### src/rtl/fra_pkg.sv
package fra_pkg;
   localparam int BIT_RST = 0;
   localparam int BIT_A20 = 1;
   localparam int NUM_CTL = 2;

   typedef struct packed {
      logic a20;
      logic rst;
   } ctl_bits_t;
endpackage

### src/rtl/fra_match.sv
module fra_match #(
   parameter int          ADDR_W      = 16,
   parameter logic [15:0] PORT_ADDR   = 16'h0092,
   parameter bit          FULL_DECODE = 1'b1
) (
   input  logic [ADDR_W-1:0] addr,
   output logic              hit
);
   localparam int LOW_W = (ADDR_W < 8) ? ADDR_W : 8;

   if (ADDR_W < 8) begin : g_bad_width
      $error("fra_match: ADDR_W must be at least 8");
   end

   if (FULL_DECODE) begin : g_full
      assign hit = (addr == ADDR_W'(PORT_ADDR));
   end else begin : g_alias
      logic unused_hi;
      assign unused_hi = ^addr;
      assign hit = (addr[LOW_W-1:0] == PORT_ADDR[LOW_W-1:0]);
   end
endmodule

### src/rtl/fra_ctl_bits.sv
module fra_ctl_bits
   import fra_pkg::*;
#(
   parameter int DATA_W = 8
) (
   input  logic              clk,
   input  logic              rst_n,
   input  logic              we,
   input  logic [DATA_W-1:0] wdata,
   output ctl_bits_t         bits,
   output logic              fire
);
   logic [NUM_CTL-1:0] q;
   logic               unused_upper;

   if (DATA_W < NUM_CTL + 1) begin : g_bad_width
      $error("fra_ctl_bits: DATA_W too narrow");
   end

   for (genvar i = 0; i < NUM_CTL; i++) begin : g_bit
      always_ff @(posedge clk or negedge rst_n) begin
         if (!rst_n)  q[i] <= 1'b0;
         else if (we) q[i] <= wdata[i];
      end
   end

   assign unused_upper = ^wdata[DATA_W-1:NUM_CTL];
   assign bits.rst     = q[BIT_RST];
   assign bits.a20     = q[BIT_A20];
   // arm edge: stored 0, incoming 1
   assign fire = we & wdata[BIT_RST] & ~q[BIT_RST];

   AST_FIRE_NEEDS_CLEAR: assert property (@(posedge clk) disable iff (!rst_n)
      fire |=> bits.rst);
endmodule

### src/rtl/fra_pulse.sv
module fra_pulse #(
   parameter int PULSE_CLKS = 4
) (
   input  logic clk,
   input  logic rst_n,
   input  logic fire,
   output logic pulse_n
);
   localparam int CNT_W = $clog2(PULSE_CLKS + 1);

   if (PULSE_CLKS < 1) begin : g_bad_len
      $error("fra_pulse: PULSE_CLKS must be at least 1");
   end

   logic [CNT_W-1:0] cnt;

   always_ff @(posedge clk or negedge rst_n) begin
      if (!rst_n)          cnt <= '0;
      else if (fire)       cnt <= CNT_W'(PULSE_CLKS);
      else if (cnt != '0)  cnt <= cnt - CNT_W'(1);
   end

   assign pulse_n = (cnt == '0);

   AST_CNT_RANGE: assert property (@(posedge clk) disable iff (!rst_n)
      cnt <= CNT_W'(PULSE_CLKS));
endmodule

### src/rtl/fra_rd_mux.sv
module fra_rd_mux
   import fra_pkg::*;
#(
   parameter int DATA_W = 8
) (
   input  logic              sel,
   input  ctl_bits_t         bits,
   output logic [DATA_W-1:0] rdata
);
   logic [NUM_CTL-1:0] src;
   assign src = {bits.a20, bits.rst};

   for (genvar i = 0; i < DATA_W; i++) begin : g_lane
      if (i < NUM_CTL) begin : g_live
         assign rdata[i] = sel & src[i];
      end else begin : g_zero
         assign rdata[i] = 1'b0;
      end
   end
endmodule

### src/rtl/fast_reset_a20_port.sv
module fast_reset_a20_port
   import fra_pkg::*;
#(
   parameter int          ADDR_W      = 16,
   parameter int          DATA_W      = 8,
   parameter logic [15:0] PORT_ADDR   = 16'h0092,
   parameter bit          FULL_DECODE = 1'b1,
   parameter int          PULSE_CLKS  = 4
) (
   input  logic              clk,
   input  logic              rst_n,
   input  logic [ADDR_W-1:0] addr,
   input  logic              wr_en,
   input  logic              rd_en,
   input  logic [DATA_W-1:0] wdata,
   output logic [DATA_W-1:0] rdata,
   output logic              cpu_rst_n,
   output logic              a20_en
);
   localparam int RUN_W = $clog2(PULSE_CLKS + 1) + 1;

   logic      hit, fire;
   ctl_bits_t bits;

   fra_match #(.ADDR_W(ADDR_W), .PORT_ADDR(PORT_ADDR), .FULL_DECODE(FULL_DECODE))
      u_match (.addr(addr), .hit(hit));

   fra_ctl_bits #(.DATA_W(DATA_W))
      u_bits (.clk(clk), .rst_n(rst_n), .we(wr_en & hit), .wdata(wdata),
              .bits(bits), .fire(fire));

   fra_pulse #(.PULSE_CLKS(PULSE_CLKS))
      u_pulse (.clk(clk), .rst_n(rst_n), .fire(fire), .pulse_n(cpu_rst_n));

   fra_rd_mux #(.DATA_W(DATA_W))
      u_rd (.sel(rd_en & hit), .bits(bits), .rdata(rdata));

   assign a20_en = bits.a20;

   // consecutive-low counter for pulse-length checking
   logic [RUN_W-1:0] low_run;
   always_ff @(posedge clk or negedge rst_n) begin
      if (!rst_n)          low_run <= '0;
      else if (fire)       low_run <= '0;
      else if (!cpu_rst_n) low_run <= low_run + RUN_W'(1);
      else                 low_run <= '0;
   end

   AST_PULSE_START: assert property (@(posedge clk) disable iff (!rst_n)
      (wr_en && hit && wdata[BIT_RST] && !bits.rst) |=> !cpu_rst_n);
   AST_PULSE_MAX: assert property (@(posedge clk) disable iff (!rst_n)
      low_run <= RUN_W'(PULSE_CLKS));
   AST_PULSE_FULL: assert property (@(posedge clk) disable iff (!rst_n)
      ($rose(cpu_rst_n) && !$past(fire)) |-> low_run == RUN_W'(PULSE_CLKS));
   AST_NO_RETRIGGER: assert property (@(posedge clk) disable iff (!rst_n)
      (cpu_rst_n && !(wr_en && hit && wdata[BIT_RST] && !bits.rst)) |=> cpu_rst_n);
   AST_A20_WRITE: assert property (@(posedge clk) disable iff (!rst_n)
      (wr_en && hit) |=> a20_en == $past(wdata[BIT_A20]));
   AST_IGNORE_MISS: assert property (@(posedge clk) disable iff (!rst_n)
      !(wr_en && hit) |=> ($stable(a20_en) && $stable(bits.rst)));
   AST_RD_IDLE: assert property (@(posedge clk) disable iff (!rst_n)
      !(rd_en && hit) |-> rdata == '0);
   AST_RST_CLEAN: assert property (@(posedge clk)
      $rose(rst_n) |-> (cpu_rst_n && !a20_en && !bits.rst));
   AST_RST_ABORT: assert property (@(posedge clk)
      !rst_n |-> cpu_rst_n);
endmodule

### config.mk
export PLATFORM = sky130hd
export DESIGN_NAME = fast_reset_a20_port
export DESIGN_NICKNAME = d
export VERILOG_FILES = /design/src/rtl/fra_pkg.sv /design/src/rtl/fra_match.sv /design/src/rtl/fra_ctl_bits.sv /design/src/rtl/fra_pulse.sv /design/src/rtl/fra_rd_mux.sv /design/src/rtl/fast_reset_a20_port.sv
export SDC_FILE = /design/constraint.sdc
export NUM_CORES = 1
export LEC_CHECK = 0
export BUFFER_PORTS_ARGS = -buffer_cell sky130_fd_sc_hd__buf_2
export CAP_MARGIN = 20
export CORE_AREA = 3 3 40 42
export CTS_BUF_LIST = sky130_fd_sc_hd__clkbuf_16
export DETAILED_ROUTE_END_ITERATION = 8
export DIE_AREA = 0 0 43 45
export HOLD_SLACK_MARGIN = 0.08
export PLACE_DENSITY = 0.67
export SETUP_SLACK_MARGIN = 0.1
export SYNTH_ARGS = -nofsm -noshare
export SYNTH_HDL_FRONTEND = slang
export SYNTH_SLANG_ARGS = --single-unit
### constraint.sdc
create_clock -name clk -period 2.56 [get_ports clk]
set_input_delay 0.256 -clock clk [delete_from_list [all_inputs] [get_ports clk]]
set_output_delay 0.256 -clock clk [all_outputs]
set_load 0.02 [all_outputs]
==> results.md <==
- Top cells by area, synth: dfrtp_1 (32%), buf_4 (12%), nor4b_2 (12%)
- Clock Pin Slew Worst Setup and Hold Paths: about 0.030 ns
- Wirelength per Cell: 10.35 um
- Synth Area in Simple Gates: 32.90%
- P_leak: 0.3297 nW
- Synthesis-to-finish area growth: 53.23%
- EDFF count, synth: 0
- Top post-synthesis cells by count: buf_4 (6), dfrtp_1 (5), nor2_1 (4)
- CTS H-Tree Depth: 1
- Final Instance Area: between 500 and 600 sq um
- PD cells: roughly 900 mW/mm^2
- Reg2reg path depth: 6
- Reg2Reg Launch Point: u_pulse.cnt[0]$_DFFE_PN0P_
- Xor and xnor fraction of the mapped netlist area: between 2 and 2.5%
- Starting Density: between 30% and 40%
- Clk buf depth: 2
- CTS Buf Count: 3
- Crit path buffers/inverters: 2
- Clock Skews: 0.0007236 ns
- Critical Path, Cell by Cell: inv_1 > ha_1 > nor2b_1 > buf_2
- GRT Total Usage: 10.22%
- Req. time, crit path: 2.30 ns
- CTS tree: yes
- Arrival time worst endpoint: 1.35 ns
- TNS Setup: 0 ns
- Share of cells above drive strength 1: 58.46%
- DRT antenna net count: 0
- Global-route layer with the greatest usage: met2
- Post-layout min period: 1.607 ns
- Hold path cells: 2
- Hold path endpoint: u_bits.bits[1]$_DFFE_PN0P_
- Site Rows: 13
- Synth top area share: 32.26%
- Antenna violations before repair: 0
- Die Area: 0.001935 sq mm
- Worst min-delay path startpoint: wdata[1]
- Final period util: 62.78%
- Diodes inserted: 0
- Yosys reg bits: 5
- Met3 Use GR: 2.390%
- Hold WS: 0.2616 ns
- Final instance count without filler cells: 80
- RSZ-0062 raised after global routing: no
- Final hold violations: 0
- Input/output buffers: 25
- Hold Buf Count CTS: 1
- Min-delay worst type: in -> reg
- Core ar.: 0.001285 sq mm
- Post-CTS setup buffers: 0
- Cell count after synthesis: 36
- Status: complete, no violations
- Drt pass-1 iters: 3
- Largest family of logic cells by synthesized area: simple AND/OR/NAND/NOR gates
- Multiplexer area fraction after synthesis: 10.32%
- Placed Area: 505.5 sq um
- Cell total after placement: 75
- Final core occ: around 46%
- Crit path max-delay family: flip-flops
- Crit Path Class: reg -> out
- Vias in the first global route: 376
- Met1 usage: 11.27%
- DRC: 0
- Grt ovf: 0
- Synth unique cells: 18
- RePlAce Congestion: 0.6411
- Syn Area/Cell: roughly 11 sq um
- Largest net degree at the start of global routing: 6
- Synth Cell Area: about 390 sq um
- Sequential area share after synthesis: 32.26%
- Top FF cell, synth: dfrtp_1
- Via count: 350
- Die Y: 45 um
- Max FO, Critical Path: 4
- Peak supply drop: 0.2687 mV
- Adder-cell share of the synthesized area: around 6.5%
- Leading area contributor after synthesis: dfrtp_1
- Hpwl dp: 724.9 um
- CTS sink cnt: 5
- Drt first-iter violations: 1
- Max Fclk: between 0.6 and 0.7 GHz
- Ports: 38
- Pins over their slew limit: 0
- Via/cell ratio: 4.375
- Max stage delay cell, worst path: dfrtp_1
- Nets: 96
- Worst setup SP type: flip-flop
- Global routing usage on met2: 17.37%
- Final WL: 828 um
- Max_cap viols: 0
- # resized after CTS: 0
- Compound-Gate Fraction of Synth Area: 1.290%
- FF-to-FF End: u_pulse.cnt[1]$_DFFE_PN0P_
- Worst-Skew Late Latency: 0.22 ns
- Global-route wire length before repair: approximately 1.4 mm
- Count leader, synth: buf_4
- Ys Warns: 0
- Clock Tree Root: clkbuf_16
- CP max stage delay: between 0.3 and 0.4 ns
- Setup violations, final: 0
- DIE WIDTH: between 40 and 50 um
- R2R setup slack: 1.29 ns
- Post-synth ARST share: 100.0%
- CP endpoint kind: output port
registers in the layout, indices dropped and copies added (netlist names):
name         cells
u_pulse.cnt      3
u_bits.bits      2
how the worst max path moves through the flow:
| stage | endpoint | start | cells past startpoint |
|---|---|---|---|
| 6_report | cpu_rst_n | u_pulse.cnt[0]$_DFFE_PN0P_ | 4 |
| 5_1_grt | cpu_rst_n | u_pulse.cnt[1]$_DFFE_PN0P_ | 4 |
| 4_1_cts | cpu_rst_n | u_pulse.cnt[0]$_DFFE_PN0P_ | 4 |
| 3_5_place_dp | rdata[1] | addr[8] | 5 |
| 3_3_place_gp | rdata[1] | addr[8] | 5 |
| 2_1_floorplan | u_pulse.cnt[1]$_DFFE_PN0P_ | u_pulse.cnt[0]$_DFFE_PN0P_ | 6 |
cells by family after synthesis:
logic type / Yosys count
and+or+nand+nor: 15
buffers and inverters: 8
DFF: 5
muxes: 3
adders and majority gates: 2
other: 1
AOI/OAI and AO/OA: 1
xor gates and xnor gates: 1
placed cells by master (no fill, tap or decap):
master and count:
mux2i_1 1, conb_1 6, nor4_2 1, dfrtp_1 5, a21oi_1 1, nand2b_1 1
dlygate4sd3_1 1, inv_1 3, and3_2 2, nor4b_2 3, nor2_1 4, clkbuf_16 3
mux2_4 2, nand2_2 1, and4_4 1, ha_1 2, buf_2 25, and4b_1 1
nor2b_1 1, xnor2_1 1
layer usage:
layer,share of wire [%],vias up
met4,0,0
li1,-,171
met3,11,0
met1,35,154
met2,53,25
met5,0,-
power by group:
group / total (W) / switching, W / internal (W)
sequential: 0.000119 / 0.0000127 / 0.000106
clock: 0.000248 / 0.0000464 / 0.000202
combinational: 0.000170 / 0.0000955 / 0.0000743
total: 0.000537 / 0.000155 / 0.000382
area by class of cell:
type,count,area [sq um]
Fill cell,130,690.7
Multi-Input combinational cell,28,229.0
Timing Repair Buffer,26,135.1
Sequential cell,5,125.1
Clock buffer,3,75.07
Tap cell,15,18.77
Inverter,2,7.507
Clock inverter,1,3.754
metrics by stage:
step | worst slack (ns) | power (W)
floorplan | 1.155 | 0.0002430
global placement | 1.080 | 0.0002734
detailed placement | 1.060 | 0.0002866
CTS | 0.9470 | 0.0005415
global route | 0.8457 | 0.0005808
finish | 0.9530 | 0.0005368
Power figures use the tool's default switching activity.
